==> src/rtl/aux_retry_pkg.sv <==
package aux_retry_pkg;

    typedef enum logic [2:0] {
        OC_PASS,
        OC_SHORT,
        OC_DEFER,
        OC_I2C_DEFER,
        OC_TIMEOUT,
        OC_INVALID,
        OC_FATAL
    } outcome_e;

    typedef enum logic [1:0] {
        DC_PASS,
        DC_FAIL,
        DC_RETRY,
        DC_WAIT
    } decision_e;

    typedef enum logic [2:0] {
        ST_IDLE,
        ST_ISSUE,
        ST_WAIT,
        ST_BACKOFF,
        ST_FIN
    } seq_state_e;

    typedef struct packed {
        logic       discon;
        logic       complete;
        logic       timeout;
        logic [3:0] bad_frame;
    } chan_status_t;

    localparam logic [3:0] RC_ACK       = 4'd0;
    localparam logic [3:0] RC_NACK      = 4'd1;
    localparam logic [3:0] RC_DEFER     = 4'd2;
    localparam logic [3:0] RC_I2C_DEFER = 4'd3;
    localparam logic [3:0] RC_BR_NACK   = 4'd4;
    localparam logic [3:0] RC_BR_DEFER  = 4'd8;

    function automatic int max_of(input int a, input int b);
        return (a > b) ? a : b;
    endfunction

    // True when one more occurrence uses up the budget
    function automatic logic spent(input int cnt, input int lim);
        return (cnt + 1) >= lim;
    endfunction

endpackage

==> src/rtl/aux_outcome_classify.sv <==
module aux_outcome_classify
    import aux_retry_pkg::*;
#(
    parameter int LEN_W = 8
) (
    input  chan_status_t     st,
    input  logic [LEN_W:0]   rx_count,
    input  logic [3:0]       reply,
    input  logic             is_read,
    input  logic [LEN_W-1:0] want_len,
    output outcome_e         outcome
);

    logic [LEN_W:0] payload_bytes;
    assign payload_bytes = rx_count - {{LEN_W{1'b0}}, 1'b1};

    always_comb begin
        if (st.discon || !st.complete) begin
            outcome = OC_FATAL;
        end else if (st.timeout) begin
            outcome = OC_TIMEOUT;
        end else if ((|st.bad_frame) || (rx_count == '0)) begin
            outcome = OC_INVALID;
        end else begin
            case (reply)
                RC_ACK:       outcome = (is_read && (payload_bytes != {1'b0, want_len}))
                                        ? OC_SHORT : OC_PASS;
                RC_DEFER,
                RC_BR_NACK,
                RC_BR_DEFER:  outcome = OC_DEFER;
                RC_I2C_DEFER: outcome = OC_I2C_DEFER;
                default:      outcome = OC_FATAL;
            endcase
        end
    end

endmodule

==> src/rtl/aux_retry_budget.sv <==
module aux_retry_budget
    import aux_retry_pkg::*;
#(
    parameter int MAX_ATTEMPTS    = 7,
    parameter int LIM_TIMEOUT     = 3,
    parameter int LIM_INVALID     = 2,
    parameter int LIM_SHORT       = 7,
    parameter int LIM_DEFER       = 7,
    parameter int LIM_I2C_DEFER   = 7,
    parameter int WAIT_INVALID_US = 400,
    parameter int WAIT_SHORT_US   = 300,
    parameter int CNT_W           = 4,
    parameter int WAIT_W          = 9
) (
    input  logic              clk,
    input  logic              rst,
    input  logic              clear,
    input  logic              attempt_inc,
    input  logic              judge,
    input  outcome_e          outcome,
    output decision_e         decision,
    output logic [WAIT_W-1:0] wait_us
);

    localparam decision_e INV_STEP   = (WAIT_INVALID_US == 0) ? DC_RETRY : DC_WAIT;
    localparam decision_e SHORT_STEP = (WAIT_SHORT_US == 0) ? DC_RETRY : DC_WAIT;

    logic [CNT_W-1:0] att_q, to_q, inv_q, sh_q, df_q, i2_q;
    logic             cap_hit;

    assign cap_hit = int'(att_q) >= MAX_ATTEMPTS;

    always_comb begin
        wait_us  = '0;
        decision = DC_FAIL;
        case (outcome)
            OC_PASS:      decision = DC_PASS;
            OC_TIMEOUT:   decision = (spent(int'(to_q), LIM_TIMEOUT) || cap_hit) ? DC_FAIL : DC_RETRY;
            OC_INVALID: begin
                decision = (spent(int'(inv_q), LIM_INVALID) || cap_hit) ? DC_FAIL : INV_STEP;
                wait_us  = WAIT_W'(WAIT_INVALID_US);
            end
            OC_SHORT: begin
                decision = (spent(int'(sh_q), LIM_SHORT) || cap_hit) ? DC_FAIL : SHORT_STEP;
                wait_us  = WAIT_W'(WAIT_SHORT_US);
            end
            OC_DEFER:     decision = (spent(int'(df_q), LIM_DEFER) || cap_hit) ? DC_FAIL : DC_RETRY;
            OC_I2C_DEFER: decision = (spent(int'(i2_q), LIM_I2C_DEFER) || cap_hit) ? DC_FAIL : DC_RETRY;
            default:      decision = DC_FAIL;
        endcase
    end

    always_ff @(posedge clk) begin
        if (rst || clear) begin
            att_q <= '0;
            to_q  <= '0;
            inv_q <= '0;
            sh_q  <= '0;
            df_q  <= '0;
            i2_q  <= '0;
        end else begin
            if (attempt_inc) begin
                att_q <= att_q + 1'b1;
            end
            if (judge) begin
                case (outcome)
                    OC_TIMEOUT: to_q  <= to_q + 1'b1;
                    OC_INVALID: inv_q <= inv_q + 1'b1;
                    OC_FATAL: ;
                    default: begin
                        to_q  <= '0;
                        inv_q <= '0;
                    end
                endcase
                case (outcome)
                    OC_SHORT:     sh_q <= sh_q + 1'b1;
                    OC_DEFER:     df_q <= df_q + 1'b1;
                    OC_I2C_DEFER: begin
                        df_q <= '0;
                        i2_q <= i2_q + 1'b1;
                    end
                    default: ;
                endcase
            end
        end
    end

    AST_ATTEMPT_CAP: assert property (@(posedge clk) disable iff (rst)
        int'(att_q) <= MAX_ATTEMPTS);
    AST_TIMEOUT_BUDGET: assert property (@(posedge clk) disable iff (rst)
        int'(to_q) <= LIM_TIMEOUT);
    AST_INVALID_BUDGET: assert property (@(posedge clk) disable iff (rst)
        int'(inv_q) <= LIM_INVALID);

endmodule

==> src/rtl/aux_backoff_timer.sv <==
module aux_backoff_timer #(
    parameter int WAIT_W = 9
) (
    input  logic              clk,
    input  logic              rst,
    input  logic              load,
    input  logic [WAIT_W-1:0] load_val,
    input  logic              tick,
    output logic              expire
);

    logic [WAIT_W-1:0] cnt_q;

    assign expire = tick && (cnt_q == WAIT_W'(1));

    always_ff @(posedge clk) begin
        if (rst) begin
            cnt_q <= '0;
        end else if (load) begin
            cnt_q <= load_val;
        end else if (tick && (cnt_q != '0)) begin
            cnt_q <= cnt_q - 1'b1;
        end
    end

endmodule

==> src/rtl/aux_retry_seq.sv <==
module aux_retry_seq
    import aux_retry_pkg::*;
#(
    parameter int LEN_W           = 8,
    parameter int MAX_ATTEMPTS    = 7,
    parameter int LIM_TIMEOUT     = 3,
    parameter int LIM_INVALID     = 2,
    parameter int LIM_SHORT       = 7,
    parameter int LIM_DEFER       = 7,
    parameter int LIM_I2C_DEFER   = 7,
    parameter int WAIT_INVALID_US = 400,
    parameter int WAIT_SHORT_US   = 300
) (
    input  logic             clk,
    input  logic             rst,
    input  logic             req_valid,
    input  logic             req_read,
    input  logic [LEN_W-1:0] req_len,
    input  logic             tick_us,
    output logic             eng_start,
    input  logic             eng_done,
    input  logic             eng_discon,
    input  logic             eng_complete,
    input  logic             eng_timeout,
    input  logic [3:0]       eng_bad_frame,
    input  logic [LEN_W:0]   eng_rx_count,
    input  logic [3:0]       eng_reply,
    output logic             busy,
    output logic             done,
    output logic             pass
);

    localparam int LIM_TOP = max_of(MAX_ATTEMPTS, max_of(max_of(LIM_TIMEOUT, LIM_INVALID),
                                    max_of(LIM_SHORT, max_of(LIM_DEFER, LIM_I2C_DEFER))));
    localparam int CNT_W   = $clog2(LIM_TOP + 1);
    localparam int WAIT_W  = $clog2(max_of(WAIT_INVALID_US, WAIT_SHORT_US) + 1) + 1;

    seq_state_e        state_q;
    logic              read_q;
    logic [LEN_W-1:0]  len_q;
    logic              pass_q;
    chan_status_t      status;
    outcome_e          outcome;
    decision_e         decision;
    logic [WAIT_W-1:0] wait_us;
    logic              start_req, judge, load_wait, wait_over;

    assign status    = '{discon: eng_discon, complete: eng_complete,
                         timeout: eng_timeout, bad_frame: eng_bad_frame};
    assign start_req = (state_q == ST_IDLE) && req_valid;
    assign judge     = (state_q == ST_WAIT) && eng_done;
    assign load_wait = judge && (decision == DC_WAIT);

    aux_outcome_classify #(.LEN_W(LEN_W)) u_classify (
        .st       (status),
        .rx_count (eng_rx_count),
        .reply    (eng_reply),
        .is_read  (read_q),
        .want_len (len_q),
        .outcome  (outcome)
    );

    aux_retry_budget #(
        .MAX_ATTEMPTS    (MAX_ATTEMPTS),
        .LIM_TIMEOUT     (LIM_TIMEOUT),
        .LIM_INVALID     (LIM_INVALID),
        .LIM_SHORT       (LIM_SHORT),
        .LIM_DEFER       (LIM_DEFER),
        .LIM_I2C_DEFER   (LIM_I2C_DEFER),
        .WAIT_INVALID_US (WAIT_INVALID_US),
        .WAIT_SHORT_US   (WAIT_SHORT_US),
        .CNT_W           (CNT_W),
        .WAIT_W          (WAIT_W)
    ) u_budget (
        .clk         (clk),
        .rst         (rst),
        .clear       (start_req),
        .attempt_inc (state_q == ST_ISSUE),
        .judge       (judge),
        .outcome     (outcome),
        .decision    (decision),
        .wait_us     (wait_us)
    );

    aux_backoff_timer #(.WAIT_W(WAIT_W)) u_timer (
        .clk      (clk),
        .rst      (rst),
        .load     (load_wait),
        .load_val (wait_us),
        .tick     (tick_us),
        .expire   (wait_over)
    );

    always_ff @(posedge clk) begin
        if (rst) begin
            state_q <= ST_IDLE;
            read_q  <= 1'b0;
            len_q   <= '0;
            pass_q  <= 1'b0;
        end else begin
            case (state_q)
                ST_IDLE: if (req_valid) begin
                    read_q  <= req_read;
                    len_q   <= req_len;
                    pass_q  <= 1'b0;
                    state_q <= ST_ISSUE;
                end
                ST_ISSUE: state_q <= ST_WAIT;
                ST_WAIT: if (eng_done) begin
                    case (decision)
                        DC_PASS:  begin pass_q <= 1'b1; state_q <= ST_FIN; end
                        DC_FAIL:  begin pass_q <= 1'b0; state_q <= ST_FIN; end
                        DC_RETRY: state_q <= ST_ISSUE;
                        default:  state_q <= ST_BACKOFF;
                    endcase
                end
                ST_BACKOFF: if (wait_over) state_q <= ST_ISSUE;
                default: state_q <= ST_IDLE;
            endcase
        end
    end

    assign eng_start = (state_q == ST_ISSUE);
    assign busy      = (state_q != ST_IDLE);
    assign done      = (state_q == ST_FIN);
    assign pass      = done && pass_q;

    AST_START_PULSE: assert property (@(posedge clk) disable iff (rst)
        eng_start |=> !eng_start);
    AST_NO_START_IDLE: assert property (@(posedge clk) disable iff (rst)
        !busy |-> !eng_start);
    AST_DONE_PULSE: assert property (@(posedge clk) disable iff (rst)
        done |=> (!done && !busy));
    AST_DISCON_ENDS: assert property (@(posedge clk) disable iff (rst)
        (state_q == ST_WAIT && eng_done && eng_discon) |=> (done && !pass));
    AST_PASS_ONLY_DONE: assert property (@(posedge clk) disable iff (rst)
        pass |-> done);

endmodule

==> config.mk <==
export PLATFORM = sky130hd
export DESIGN_NAME = aux_retry_seq
export DESIGN_NICKNAME = d
export VERILOG_FILES = /design/src/rtl/aux_retry_pkg.sv /design/src/rtl/aux_outcome_classify.sv /design/src/rtl/aux_retry_budget.sv /design/src/rtl/aux_backoff_timer.sv /design/src/rtl/aux_retry_seq.sv
export SDC_FILE = /design/constraint.sdc
export NUM_CORES = 1
export LEC_CHECK = 0
export ABC_CLOCK_PERIOD_IN_PS = 2990
export BUFFER_PORTS_ARGS = -buffer_cell sky130_fd_sc_hd__buf_2
export CAP_MARGIN = 30
export CORE_ASPECT_RATIO = 0.5
export CORE_UTILIZATION = 40
export DETAILED_ROUTE_END_ITERATION = 16
export PLACE_DENSITY_LB_ADDON = 0.08
export SETUP_SLACK_MARGIN = 0.3
export SYNTH_ARGS = -nofsm -noshare
export SYNTH_HDL_FRONTEND = slang
export SYNTH_SLANG_ARGS = --single-unit
==> constraint.sdc <==
create_clock -name clk -period 2.99 [get_ports clk]
set_input_delay 0.1495 -clock clk [delete_from_list [all_inputs] [get_ports clk]]
set_output_delay 0.1495 -clock clk [all_outputs]
set_load 0.02 [all_outputs]
=== Word level (Yosys, flattened, before mapping) ===
Index checks and enable logic that the tools add are counted.

* Bits in registers: 41
* Output and inout port bits: 4
* Word-level logic and storage cells: 120

* Add/sub/neg operators: 13
* Magnitude comparators: 6
* Eq/ne operators: 23
* Multiplexer cells: 26
* Bitwise logic cells: 2
* Reductions and logical operators: 39

{| class="wikitable"
|+ Operator list
! operator !! number
|-
| $ge A32 B4 Y1 const B || 3
|-
| $ge A32 B3 Y1 const B || 2
|-
| $pmux W3 S2 || 4
|-
| $add A3 B1 Y4 const B || 5
|-
| $mux W10 || 2
|-
| $add A3 B1 Y3 const B || 6
|-
| $mux W3 || 6
|-
| $pmux W9 S2 || 1
|-
| $eq A3 B2 Y1 const B || 4
|-
| $eq A3 B3 Y1 const B || 4
|-
| $pmux W2 S6 || 1
|-
| $pmux W3 S4 || 1
|-
| $reduce_and A2 Y1 || 6
|-
| $eq A10 B1 Y1 const B || 1
|-
| $mux W2 || 5
|-
| $reduce_bool A10 Y1 || 1
|-
| $sub A10 B1 Y10 const B || 1
|-
| $logic_not A9 Y1 || 1
|-
| $ne A9 B8 Y1 || 1
|-
| $pmux W3 S3 || 1
|-
| $sub A9 B1 Y9 const B || 1
|-
| $eq A4 B2 Y1 const B || 2
|-
| $logic_or A1 B1 Y1 || 8
|-
| $logic_and A1 B1 Y1 || 7
|-
| 23 further kinds || 35
|}

=== Longest topological paths before layout ===
Gate-level depths: netlist (run 1).

* Word-level depth: 15
* Mapped depth: 11
* Gate-level depth less buffers: 9

=== Hierarchy ===
Synthesis (run 1) repeated with hierarchy kept, for this count alone.

* Cells, all modules: 358
* Area, all modules: 2944.1 µm²

{| class="wikitable"
|+ Modules (own cells, without submodules)
! module !! instances !! cells an instance !! area an instance (µm²) !! sequential area each (µm²)
|-
| aux_retry_budget || 1 || 150 || 1199.9 || 360.3
|-
| aux_backoff_timer || 1 || 77 || 709.4 || 200.2
|-
| aux_retry_seq || 1 || 65 || 560.5 || 260.2
|-
| aux_outcome_classify || 1 || 66 || 474.2 || 0.0
|}

=== Least setup slack after synthesis (run 1) ===
OpenSTA, ideal clock, no wires.

* Path type: input -> register
* Start: input port eng_rx_count[0]
* End: register u_timer.cnt_q[4]
* Setup time: 0.135 ns
* Data arrival time: 2.073 ns
* Required time: 2.855 ns
* Setup slack: 0.782 ns
* Stages on the path: 10
* Buffers on the path: 1
* Cell sequence: inv_1 -> ha_1 -> or4b_1 -> o21ai_4 -> a31oi_2 -> a21boi_0 -> a21o_1 -> buf_6 -> o41ai_1 -> a21oi_1

* Word-level cells in the longest chain between the ends: 13
* Elaborated cells on any way between the ends: 22
* Those cells by class: add/sub: 1; eq/ne: 7; mux: 8; reduce/logical: 6

{| class="wikitable"
|+ RTL lines
! element !! RTL line !! source
|-
| start: declaration || aux_retry_seq.sv:26 || <nowiki>input logic [LEN_W:0] eng_rx_count,</nowiki>
|-
| $sub A9 B1 Y9 || aux_outcome_classify.sv:15 || <nowiki>assign payload_bytes = rx_count - {{LEN_W{1'b0}}, 1'b1};</nowiki>
|-
| $ne A9 B8 Y1 || aux_outcome_classify.sv:26 || <nowiki>RC_ACK: outcome = (is_read && (payload_bytes != {1'b0, want_len}))</nowiki>
|-
| $logic_and A1 B1 Y1 || aux_outcome_classify.sv:26 ||
|-
| $mux W1 || aux_outcome_classify.sv:27 || <nowiki>? OC_SHORT : OC_PASS;</nowiki>
|-
| $pmux W3 S3 || aux_outcome_classify.sv:25 || <nowiki>case (reply)</nowiki>
|-
| $mux W3 * || aux_outcome_classify.sv:22 || <nowiki>end else if ((|st.bad_frame) || (rx_count == '0)) begin</nowiki>
|-
| $mux W3 * || aux_outcome_classify.sv:20 || <nowiki>end else if (st.timeout) begin</nowiki>
|-
| $mux W3 * || aux_outcome_classify.sv:18 || <nowiki>if (st.discon || !st.complete) begin</nowiki>
|-
| $eq A3 B2 Y1, or another cell as far along || aux_retry_budget.sv:36 || <nowiki>case (outcome)</nowiki>
|-
| $pmux W2 S6 || aux_retry_budget.sv:36 ||
|-
| $eq A2 B2 Y1 || aux_retry_seq.sv:52 || <nowiki>assign load_wait = judge && (decision == DC_WAIT);</nowiki>
|-
| $logic_and A1 B1 Y1 || aux_retry_seq.sv:52 ||
|-
| $mux W10 / $reduce_bool A2 Y1 (equally long branches) || - ||
|-
| end signal: assignment || aux_backoff_timer.sv:20 || <nowiki>cnt_q <= load_val;</nowiki>
|-
| end signal: assignment || aux_backoff_timer.sv:22 || <nowiki>cnt_q <= cnt_q - 1'b1;</nowiki>
|-
| end: declaration || aux_backoff_timer.sv:12 || <nowiki>logic [WAIT_W-1:0] cnt_q;</nowiki>
|}

Every way passes the cells marked *; elsewhere a longest branch is shown, timed or not.
A chain may end at the register's enable or synchronous reset.

=== Worst setup path in the final report (run 1) ===
* Start: register len_q[7]
* End: register u_timer.cnt_q[1]

* Word-level cells in the longest chain between the ends: 12
* Elaborated cells on any way between the ends: 18
* Those cells by class: eq/ne: 7; mux: 7; reduce/logical: 4

{| class="wikitable"
|+ RTL lines
! element !! RTL line !! source
|-
| start: declaration || aux_retry_seq.sv:40 || <nowiki>logic [LEN_W-1:0] len_q;</nowiki>
|-
| start signal: assignment || aux_retry_seq.sv:104 || <nowiki>len_q <= req_len;</nowiki>
|-
| $ne A9 B8 Y1 * || aux_outcome_classify.sv:26 ||
|-
| $logic_and A1 B1 Y1 * || aux_outcome_classify.sv:26 ||
|-
| $mux W1 * || aux_outcome_classify.sv:27 ||
|-
| $pmux W3 S3 * || aux_outcome_classify.sv:25 ||
|-
| $mux W3 * || aux_outcome_classify.sv:22 ||
|-
| $mux W3 * || aux_outcome_classify.sv:20 ||
|-
| $mux W3 * || aux_outcome_classify.sv:18 ||
|-
| $eq A3 B2 Y1, or another cell as far along || aux_retry_budget.sv:36 ||
|-
| $pmux W2 S6 * || aux_retry_budget.sv:36 ||
|-
| $eq A2 B2 Y1 * || aux_retry_seq.sv:52 ||
|-
| $logic_and A1 B1 Y1 * || aux_retry_seq.sv:52 ||
|-
| $mux W10 / $reduce_bool A2 Y1 (equally long branches) || - ||
|}

Marks and branches as above.

==> results of run 1 <==
## cell families after synthesis
family | Yosys count | share of synthesized area (%)
and+or+nand+nor | 141 | 26.63
AOI/OAI and AO/OA | 85 | 22.73
DFF | 41 | 30.12
buffers and inverters | 33 | 4.913
xor gates and xnor gates | 19 | 6.107
adders and majority gates | 15 | 6.887
muxes | 7 | 2.617
## worst max-delay path by stage
stage / endpoint / slack [ns] / cells past startpoint
final: u_timer.cnt_q[1]$_SDFFE_PP0P_ / 0.55 / 7
after detailed placement: u_timer.cnt_q[1]$_SDFFE_PP0P_ / 0.28 / 10
after global routing: u_timer.cnt_q[1]$_SDFFE_PP0P_ / 0.36 / 7
after global placement: u_timer.cnt_q[7]$_SDFFE_PP0P_ / 0.39 / 10
after CTS: u_timer.cnt_q[1]$_SDFFE_PP0P_ / 0.55 / 7
after floorplan: u_timer.cnt_q[4]$_SDFFE_PP0P_ / 0.78 / 10
## cells in the final DEF, fill, tap and decap left out, drive strengths merged, types with 4 or more instances in the layout
cell type   n
nand3      12
a21oi      33
nor4        6
dfxtp      41
nand2      48
o211ai      4
mux2i       6
a31oi       4
nor3b       4
nor2       20
clkbuf      7
or3         7
buf        43
nor3       12
o21ai       6
xor2       10
nand2b      5
ha         15
o41ai       4
inv        19
nand4       4
o31ai       5
xnor2       9
and3        5
## sequential cells by signal (all words and copies together), names as in the netlist
signal / flops
u_budget.to_q: 3
u_budget.sh_q: 3
read_q: 1
u_budget.att_q: 3
state_q: 3
u_budget.df_q: 3
u_budget.inv_q: 3
len_q: 8
u_timer.cnt_q: 10
pass_q: 1
u_budget.i2_q: 3
## power groups by stage
| stage | clock, mW | combinational (mW) | sequential (mW) |
|---|---|---|---|
| after floorplan | 0 | 0.312 | 0.648 |
| after global placement | 0 | 0.398 | 0.659 |
| after detailed placement | 0 | 0.408 | 0.661 |
| after CTS | 0.654 | 0.413 | 0.649 |
| after global routing | 0.677 | 0.461 | 0.657 |
| final | 0.635 | 0.412 | 0.650 |
## area by class of cell
type / instances / area share [%]
Clock buffer: 7 / 4.492
Clock inverter: 1 / 0.9456
Inverter: 19 / 2.246
Multi-Input combinational cell: 267 / 55.75
Sequential cell: 41 / 25.85
Tap cell: 88 / 3.467
Timing Repair Buffer: 43 / 7.250
## synth_stat cells, types with 5 or more instances
cell and number:
mux2i_1 6, a21oi_1 33, inv_1 19, nor2_1 20, o21ai_0 5, nor3_1 12
nand2b_1 5, o31ai_1 5, nand2_1 48, xnor2_1 9, dfxtp_1 41, nand3_1 12
clkbuf_1 11, or3_1 7, and3_1 5, xor2_1 10, ha_1 15, nor4_1 5
## critical path, cell delays in order, from the launching register on
cell      delay, ns
dfxtp_1        0.44
or3b_2         0.47
o22ai_1        0.13
a22oi_1        0.14
a21boi_0       0.26
a21o_1         0.44
o31ai_1        0.24
a211oi_1       0.24
## stage by stage
step / area (um2) / std cells / worst slack (ns) / power (mW)
finish: 3176 / 466 / 0.5523 / 1.696
global route: 3176 / 466 / 0.3610 / 1.794
CTS: 3176 / 466 / 0.5493 / 1.716
detailed placement: 3003 / 458 / 0.2810 / 1.069
global placement: 3003 / 458 / 0.3894 / 1.057
floorplan: 2725 / 341 / 0.7819 / 0.9603
## layer usage
layer	wire (um)	share of wire, %	up-vias
li1	-	-	1310
met1	3296	49	1222
met2	3054	46	31
met3	293	4.4	3
met4	34	0.51	0
met5	0	0	-
==> results.cfg, run 1 <==
[setup_path]
reg2reg_depth = 7
regToRegSetupSlack_ns = 0.55
path_class = flip-flop to flip-flop
critPathLaunchType = flip-flop
worst_ep_required_time_ns = 3.19
r2r-start = len_q[7]$_SDFFE_PP0P_
r2r_end = u_timer.cnt_q[1]$_SDFFE_PP0P_
crit_path_end_kind = flip-flop
crit_path_max_fanout = 13
setup.worst_path.start = len_q[7]$_SDFFE_PP0P_
arrival_ns = 2.64

[yosys]
ys_seq_elements = 41
synth.net_count = 390
synth_top_area_share_pct = 30.12
ys_async_sr_fraction_pct = 0
synth_cells = 341
netlist_area_mm2 = 0.002725
yosysSeqAreaShare_pct = 30.12
yosysWarnings = 0
synth-edff-count = 0
synth_area_per_cell_um2 = 7.992
synth_area_leaders = dfxtp_1, ha_1, nand2_1
synth_top_area_cell = dfxtp_1
synthFlopType = dfxtp_1
ys_types = 62

[floorplan]
core.rowCount = 20
die-area_mm2 = 0.007167
die_w_um = 118.7
initial_core_util_pct = 43.21
ios = 38
die_h_um = 60.37
coreArea_mm2 = 0.006306

[grt]
grt_max_degree = 18
grt_pass1_vias = 2377
grt_overflow = 0
grt_use_met3_pct = 5.263
grtUsageTotal_pct = 20.08
grtUsageMet1_pct = 25.46
grt_pass1_wl_um = 11250
met2_usage_pct = 35.59
antenna_found_initial = 0
top_usage_layer = met2

[timing]
setup_viol = 0
slew_violations = 0
timing.setup.tns_ns = 0
max_slew.worst_pin.slew_ns = 0.8516
post-route-min-period_ns = 2.438
final.period_utilization_pct = 81.53
holdWs_ns = 0.09723
fmax_ghz = 0.4102
rsz0062_at_grt = false
hold_viol = 0
fin_skew_ns = 0.004621
slew_headroom_pct = 43.11

[clock_network]
ctsResizeCount = 0
numClockSinks = 41
cts_hold_buf = 0
cts_made_buffers = 5
post-cts-setup-buffer-count = 0
cts_tree = built
clk_path_buf_depth = 2
h-tree-depth = 2
root_buffer = clkbuf_16
worstSkewPairLatency_ns = 0.29
path_clk_slew_ns = 0.06

[route]
wl_per_cell_um = 14.33
ant_nets = 0
viasPerCell = 5.506
drt_iter0_markers = 185
remaining_drc_errors = 0
vias = 2566
drtPass1Iterations = 4
wl_um = 6678

[place]
port_buffers = 37
gp_congestion = 0.8272
hpwlAfterDp_um = 5062

[power]
p_sw_share_pct = 29.19
switchingPower_uw = 495.1
intPower_mw = 1.201
p_leak_nw = 1.317
p_seq_share_pct = 38.3
ir_drop_mv = 0.2716
power_frac_comb_pct = 24.3
p_clk_share_pct = 37.4
power_density_mw_per_mm2 = 534.1

[worst_hold_path]
min-delay-path-class = input pin to flip-flop
min_delay_worst_endpoint = len_q[4]$_SDFFE_PP0P_
hp-start = req_len[4]
whs_path_depth = 3

[finish]
multi_input_area_mm2 = 0.001770
drive_above_1_share_pct = 16.67
final_core_utilization_pct = 50.36
num-fill-cells = 651
n_antenna_cell = 0
seqCellArea_um2 = 820.8
nNetsFinal = 426
area_delta_synth_final_pct = 16.53

[flow_run]
drv_cap = 0

[status]
status = finished, final reports clean
(Power assumes the default switching activity.)
==> run 2: changes to the inputs <==
- ABC_CLOCK_PERIOD_IN_PS: 2990 -> 2400
- clock period: 2.99 -> 2.4 ns (I/O delays scaled with it)
==> run 2 against run 1 <==
Net effect: largest cell class unchanged; via count is 5.6% higher; maximum frequency is 12% higher; final area grew 17%; power is 39% higher; clock power up 37%; largest power group is now the clock network; clock skew is 0.0010 ns lower; routed wire length is 8.8% higher; worst hold slack worse by 0.027 ns.
==> results.cfg, run 2 (same netlist as run 1, synthesis figures left out) <==
[status]
status = finished, final reports clean

[flow_run]
drv_cap = 0

[clock_network]
h-tree-depth = 2
cts_made_buffers = 5
root_buffer = clkbuf_16
numClockSinks = 41
path_clk_slew_ns = 0.06
cts_tree = built
worstSkewPairLatency_ns = 0.28
clk_path_buf_depth = 2

[setup_path]
arrival_ns = 2.36
setup.worst_path.start = len_q[7]$_SDFFE_PP0P_
critPathLaunchType = flip-flop
r2r-start = len_q[7]$_SDFFE_PP0P_
worst_ep_required_time_ns = 2.58
regToRegSetupSlack_ns = 0.22
path_class = flip-flop to flip-flop
crit_path_max_fanout = 4
crit_path_end_kind = flip-flop

[finish]
mostFrequentLayoutCells = nand2_1, buf_2, dfxtp_1, a21oi_1, buf_4
n_antenna_cell = 0
nNetsFinal = 453
finalNonFillerCells = 493
top_register = u_timer.cnt_q
largest_register_ffs = 10
final_common_cell = nand2_1
area_delta_synth_final_pct = 36.09
drive_above_1_share_pct = 31.85
reg_top3 = u_timer.cnt_q (10), len_q (8)

[timing]
rsz0062_at_grt = true
slew_headroom_pct = 56.84
setup_slack_ns = 0.2167
post-route-min-period_ns = 2.183
slew_violations = 0
hold_viol = 0
holdWs_ns = 0.07059
max_slew.worst_pin.slew_ns = 0.6460
final.period_utilization_pct = 90.97
fin_skew_ns = 0.003581
setup_viol = 0
fmax_ghz = 0.4580
timing.setup.tns_ns = 0

[floorplan]
die_w_um = 118.7
coreArea_mm2 = 0.006306
die_h_um = 60.37
die-area_mm2 = 0.007167
initial_core_util_pct = 43.21
core.rowCount = 20
ios = 38

[power]
ir_drop_mv = 0.2826
power_density_mw_per_mm2 = 634.9
p_leak_nw = 1.528
power_mw = 2.355

[route]
ant_nets = 0
remaining_drc_errors = 0
drt_iter0_markers = 114
viasPerCell = 5.497
wl_um = 7269
vias = 2710
drtPass1Iterations = 4
wl_per_cell_um = 14.74

[grt]
grt_max_degree = 18
grt_pass1_vias = 2491
grt_pass1_wl_um = 11510
grt_overflow = 0
antenna_found_initial = 0
grtUsageTotal_pct = 20.46

[place]
pre_cts_slack_ns = -0.03918
gp_congestion = 0.8472
port_buffers = 37
dp.cells = 474
hpwlAfterDp_um = 5280

[worst_hold_path]
min-delay-path-class = input pin to flip-flop
hp-start = req_len[3]
==> run 2: path summary, 6_finish.rpt <==
path	end	depth (start not counted)
setup / recovery	state_q[1]$_SDFFE_PP0P_	8
hold / removal	len_q[3]$_SDFFE_PP0P_	3
setup reg to reg	state_q[1]$_SDFFE_PP0P_	8
hold reg to reg	read_q$_SDFFE_PP0P_	2
==> run 2: what timing repair did <==
item	4_1_cts	5_1_grt
hold buffers	0	0
pin swaps	6	19
setup endpoints to repair	13	20
resized for setup	16	32
buffers inserted	2	8
gates cloned	0	1
hold endpoints to repair	0	0
==> run 2: critical path: stages (launching register included) <==
cell       delay (ns)
dfxtp_4          0.35
or3b_4           0.38
o22ai_2          0.12
a22oi_2          0.12
a2111oi_2        0.31
buf_4            0.18
a2111oi_4        0.04
or3_1            0.37
a41o_1           0.21
==> run 2: routing by layer <==
metal | vias up | part of all wire [%] | track usage (%)
li1 | 1360 | - | -
met1 | 1285 | 48 | 25.82
met2 | 54 | 47 | 35.84
met3 | 11 | 4.3 | 5.169
met4 | 0 | 1.4 | 5.606
met5 | - | 0 | 0
==> run 2: final cells by class <==
type	instances	area [um2]
clock inverter	3	65.06
inverter	19	88.84
tap	88	110.1
clock buffer	5	125.1
sequential	41	837.1
timing repair buffer	70	479.2
multi-input combinational	267	2003
fill	588	2597
==> run 2: per-stage QoR <==
| step | util [%] | cell area, um2 |
|---|---|---|
| 6_report | 58.81 | 3709 |
| 5_1_grt | 58.81 | 3709 |
| 4_1_cts | 55.60 | 3506 |
| 3_5_place_dp | 51.47 | 3246 |
| 3_3_place_gp | 51.47 | 3246 |
| 2_1_floorplan | - | 2835 |
==> run 2: power by group <==
part | switching, mW | internal (mW)
Combinational | 0.336 | 0.334
Clock | 0.279 | 0.594
Sequential | 0.0634 | 0.749
Total | 0.678 | 1.68
==> run 3: changes to the inputs <==
==> constraint.sdc (replaced) <==
create_clock -name clk -period 2.4 [get_ports clk]
set_input_delay 0.36 -clock clk [delete_from_list [all_inputs] [get_ports clk]]
set_output_delay 0.36 -clock clk [all_outputs]
set_load 0.02 [all_outputs]
==> run 3 against run 2 <==
Net effect: register-to-register slack lost 0.03 ns; sequential share of layout area down 2.0 points; via count grew 3.4%; critical path depth is 3 higher; worst setup slack got worse by 0.079 ns; clock power fell by 25%; sequential power is 1% higher; routed wire length is 3.5% higher; worst hold slack better by 0.23 ns; combinational power rose by 11%; highest routed layer unchanged.
==> results.cfg, run 3 (same netlist as run 1, synthesis figures left out) <==
[finish]
nNetsFinal = 475
num-fill-cells = 565
top_register = u_timer.cnt_q
largest_register_ffs = 10
mostFrequentLayoutCells = nand2_1, buf_4, dfxtp_1, buf_2, a21oi_1
final_core_utilization_pct = 63.65
reg_top3 = u_timer.cnt_q (10), len_q (8)
area_delta_synth_final_pct = 47.29
final_common_cell = nand2_1
drive_above_1_share_pct = 39.11
n_antenna_cell = 0

[clock_network]
h-tree-depth = 2
root_buffer = clkbuf_16
cts_hold_buf = 0
path_clk_slew_ns = 0.06
cts_tree = built
numClockSinks = 41
clk_path_buf_depth = 2
cts_made_buffers = 5
worstSkewPairLatency_ns = 0.29

[timing]
rsz0062_at_grt = true
hold_viol = 0
timing.setup.tns_ns = 0
setup_viol = 0
fin_skew_ns = 0.01103
post-route-min-period_ns = 2.262
holdWs_ns = 0.3040
final.period_utilization_pct = 94.26
max_slew.worst_pin.slew_ns = 0.7730
slew_headroom_pct = 48.36
fmax_ghz = 0.4421
slew_violations = 0

[place]
hpwlAfterDp_um = 5569
port_buffers = 37
gp_congestion = 0.8039

[floorplan]
ios = 38
die-area_mm2 = 0.007167
coreArea_mm2 = 0.006306
core.rowCount = 20
initial_core_util_pct = 43.21
die_h_um = 60.37
die_w_um = 118.7

[setup_path]
worst_ep_required_time_ns = 2.61
cp_num_buf_inv = 3
crit_path_cell_trace = buf_8 > inv_8 > ha_4 > or4b_4 > o21ai_4 > a31oi_4 > a21o_1 > a21o_4 > buf_12 > or3_1 > a21oi_1
cp_top_family = compound AO/OA/AOI/OAI gates
reg2reg_depth = 8
regToRegSetupSlack_ns = 0.19
crit_path_end_kind = flip-flop
path_class = input pin to flip-flop
critPathLaunchType = input pin
cp_slowest_cell = or4b_4
r2r-start = len_q[7]$_SDFFE_PP0P_
r2r_end = state_q[1]$_SDFFE_PP0P_
arrival_ns = 2.48
crit_path_max_incr_delay_ns = 0.46
crit_path_max_fanout = 7

[route]
wl_per_cell_um = 14.61
drtPass1Iterations = 4
remaining_drc_errors = 0
vias = 2801
viasPerCell = 5.439
wl_um = 7524
drt_iter0_markers = 131
ant_nets = 0

[grt]
grt_overflow = 0
grt_pass1_vias = 2733
antenna_found_initial = 0
grtUsageTotal_pct = 21.81
grt_pass1_wl_um = 12390
grt_max_degree = 18

[power]
power_density_mw_per_mm2 = 552.7
p_leak_nw = 1.628
ir_drop_mv = 0.3710

[worst_hold_path]
hp-start = req_read
min-delay-path-class = input pin to flip-flop
whs_path_depth = 3
min_delay_worst_endpoint = read_q$_SDFFE_PP0P_

[status]
status = finished, final reports clean

[flow_run]
drv_cap = 0
run 3: cell types whose count changed in the layout (fill, tap and decap cells not counted), moves of 4 or more:
| cell | previous run | this run |
|---|---|---|
| nand3_2 | 0 | 4 |
| a21oi_1 | 31 | 27 |
| nand3_1 | 12 | 8 |
| dfxtp_2 | 7 | 0 |
| buf_4 | 30 | 42 |
| a21oi_2 | 1 | 5 |
| dfxtp_1 | 32 | 40 |
| buf_6 | 3 | 13 |
run 3: how the worst max path moves through the flow:
stage,startpoint,end,slack (ns),depth (start not counted)
4_1_cts,eng_rx_count[1],state_q[1]$_SDFFE_PP0P_,0.12,10
3_3_place_gp,eng_rx_count[0],u_timer.cnt_q[1]$_SDFFE_PP0P_,-0.31,11
2_1_floorplan,eng_rx_count[0],state_q[1]$_SDFFE_PP0P_,0.03,9
5_1_grt,eng_rx_count[1],state_q[1]$_SDFFE_PP0P_,0.04,10
3_5_place_dp,eng_rx_count[0],u_timer.cnt_q[9]$_SDFFE_PP0P_,-0.30,11
6_report,eng_rx_count[1],u_budget.i2_q[1]$_SDFFE_PP0P_,0.14,11
run 3: repair_timing:
item / CTS / global route
setup buffers: 5 / 8
pin swaps: 21 / 29
setup endpoints to repair: 29 / 29
resized for setup: 39 / 38
run 3: tightest hold or removal path: stages:
cell     delay (ns)
buf_2          0.10
nand2_1        0.04
a21oi_1        0.05
run 3: final cells by class:
type	count	area (um2)	area share (%)
multi-input cells	267	2162	53.87
flip-flops and latches	41	824.5	20.54
repair buffers	92	686.9	17.11
clock buffers	6	128.9	3.211
well taps	88	110.1	2.743
inverters	19	91.34	2.276
clock inverters	2	10.01	0.2494
run 3: stage by stage:
| step | worst slack [ns] | cell area [um2] | cells | total power [mW] |
|---|---|---|---|---|
| finish | 0.1379 | 4014 | 515 | 2.218 |
| global route | 0.03859 | 4014 | 515 | 2.329 |
| CTS | 0.1216 | 3776 | 507 | 2.109 |
| detailed placement | -0.2974 | 3421 | 494 | 1.417 |
| global placement | -0.3133 | 3421 | 494 | 1.385 |
| floorplan | 0.02896 | 2878 | 341 | 1.213 |
run 3: report_power, final:
group	leakage (nW)	total (mW)	switching, mW	internal [mW]
Clock	0.0706	0.656	0.274	0.382
Sequential	0.334	0.820	0.0693	0.750
Combinational	1.22	0.742	0.377	0.365
run 3: routing by layer:
| layer | share of wire (%) | up-vias | GRT usage, % |
|---|---|---|---|
| met2 | 50 | 41 | 40.60 |
| li1 | - | 1409 | - |
| met4 | 0.90 | 0 | 5.244 |
| met3 | 3.2 | 9 | 4.699 |
| met5 | 0 | - | 0 |
| met1 | 46 | 1342 | 26.57 |
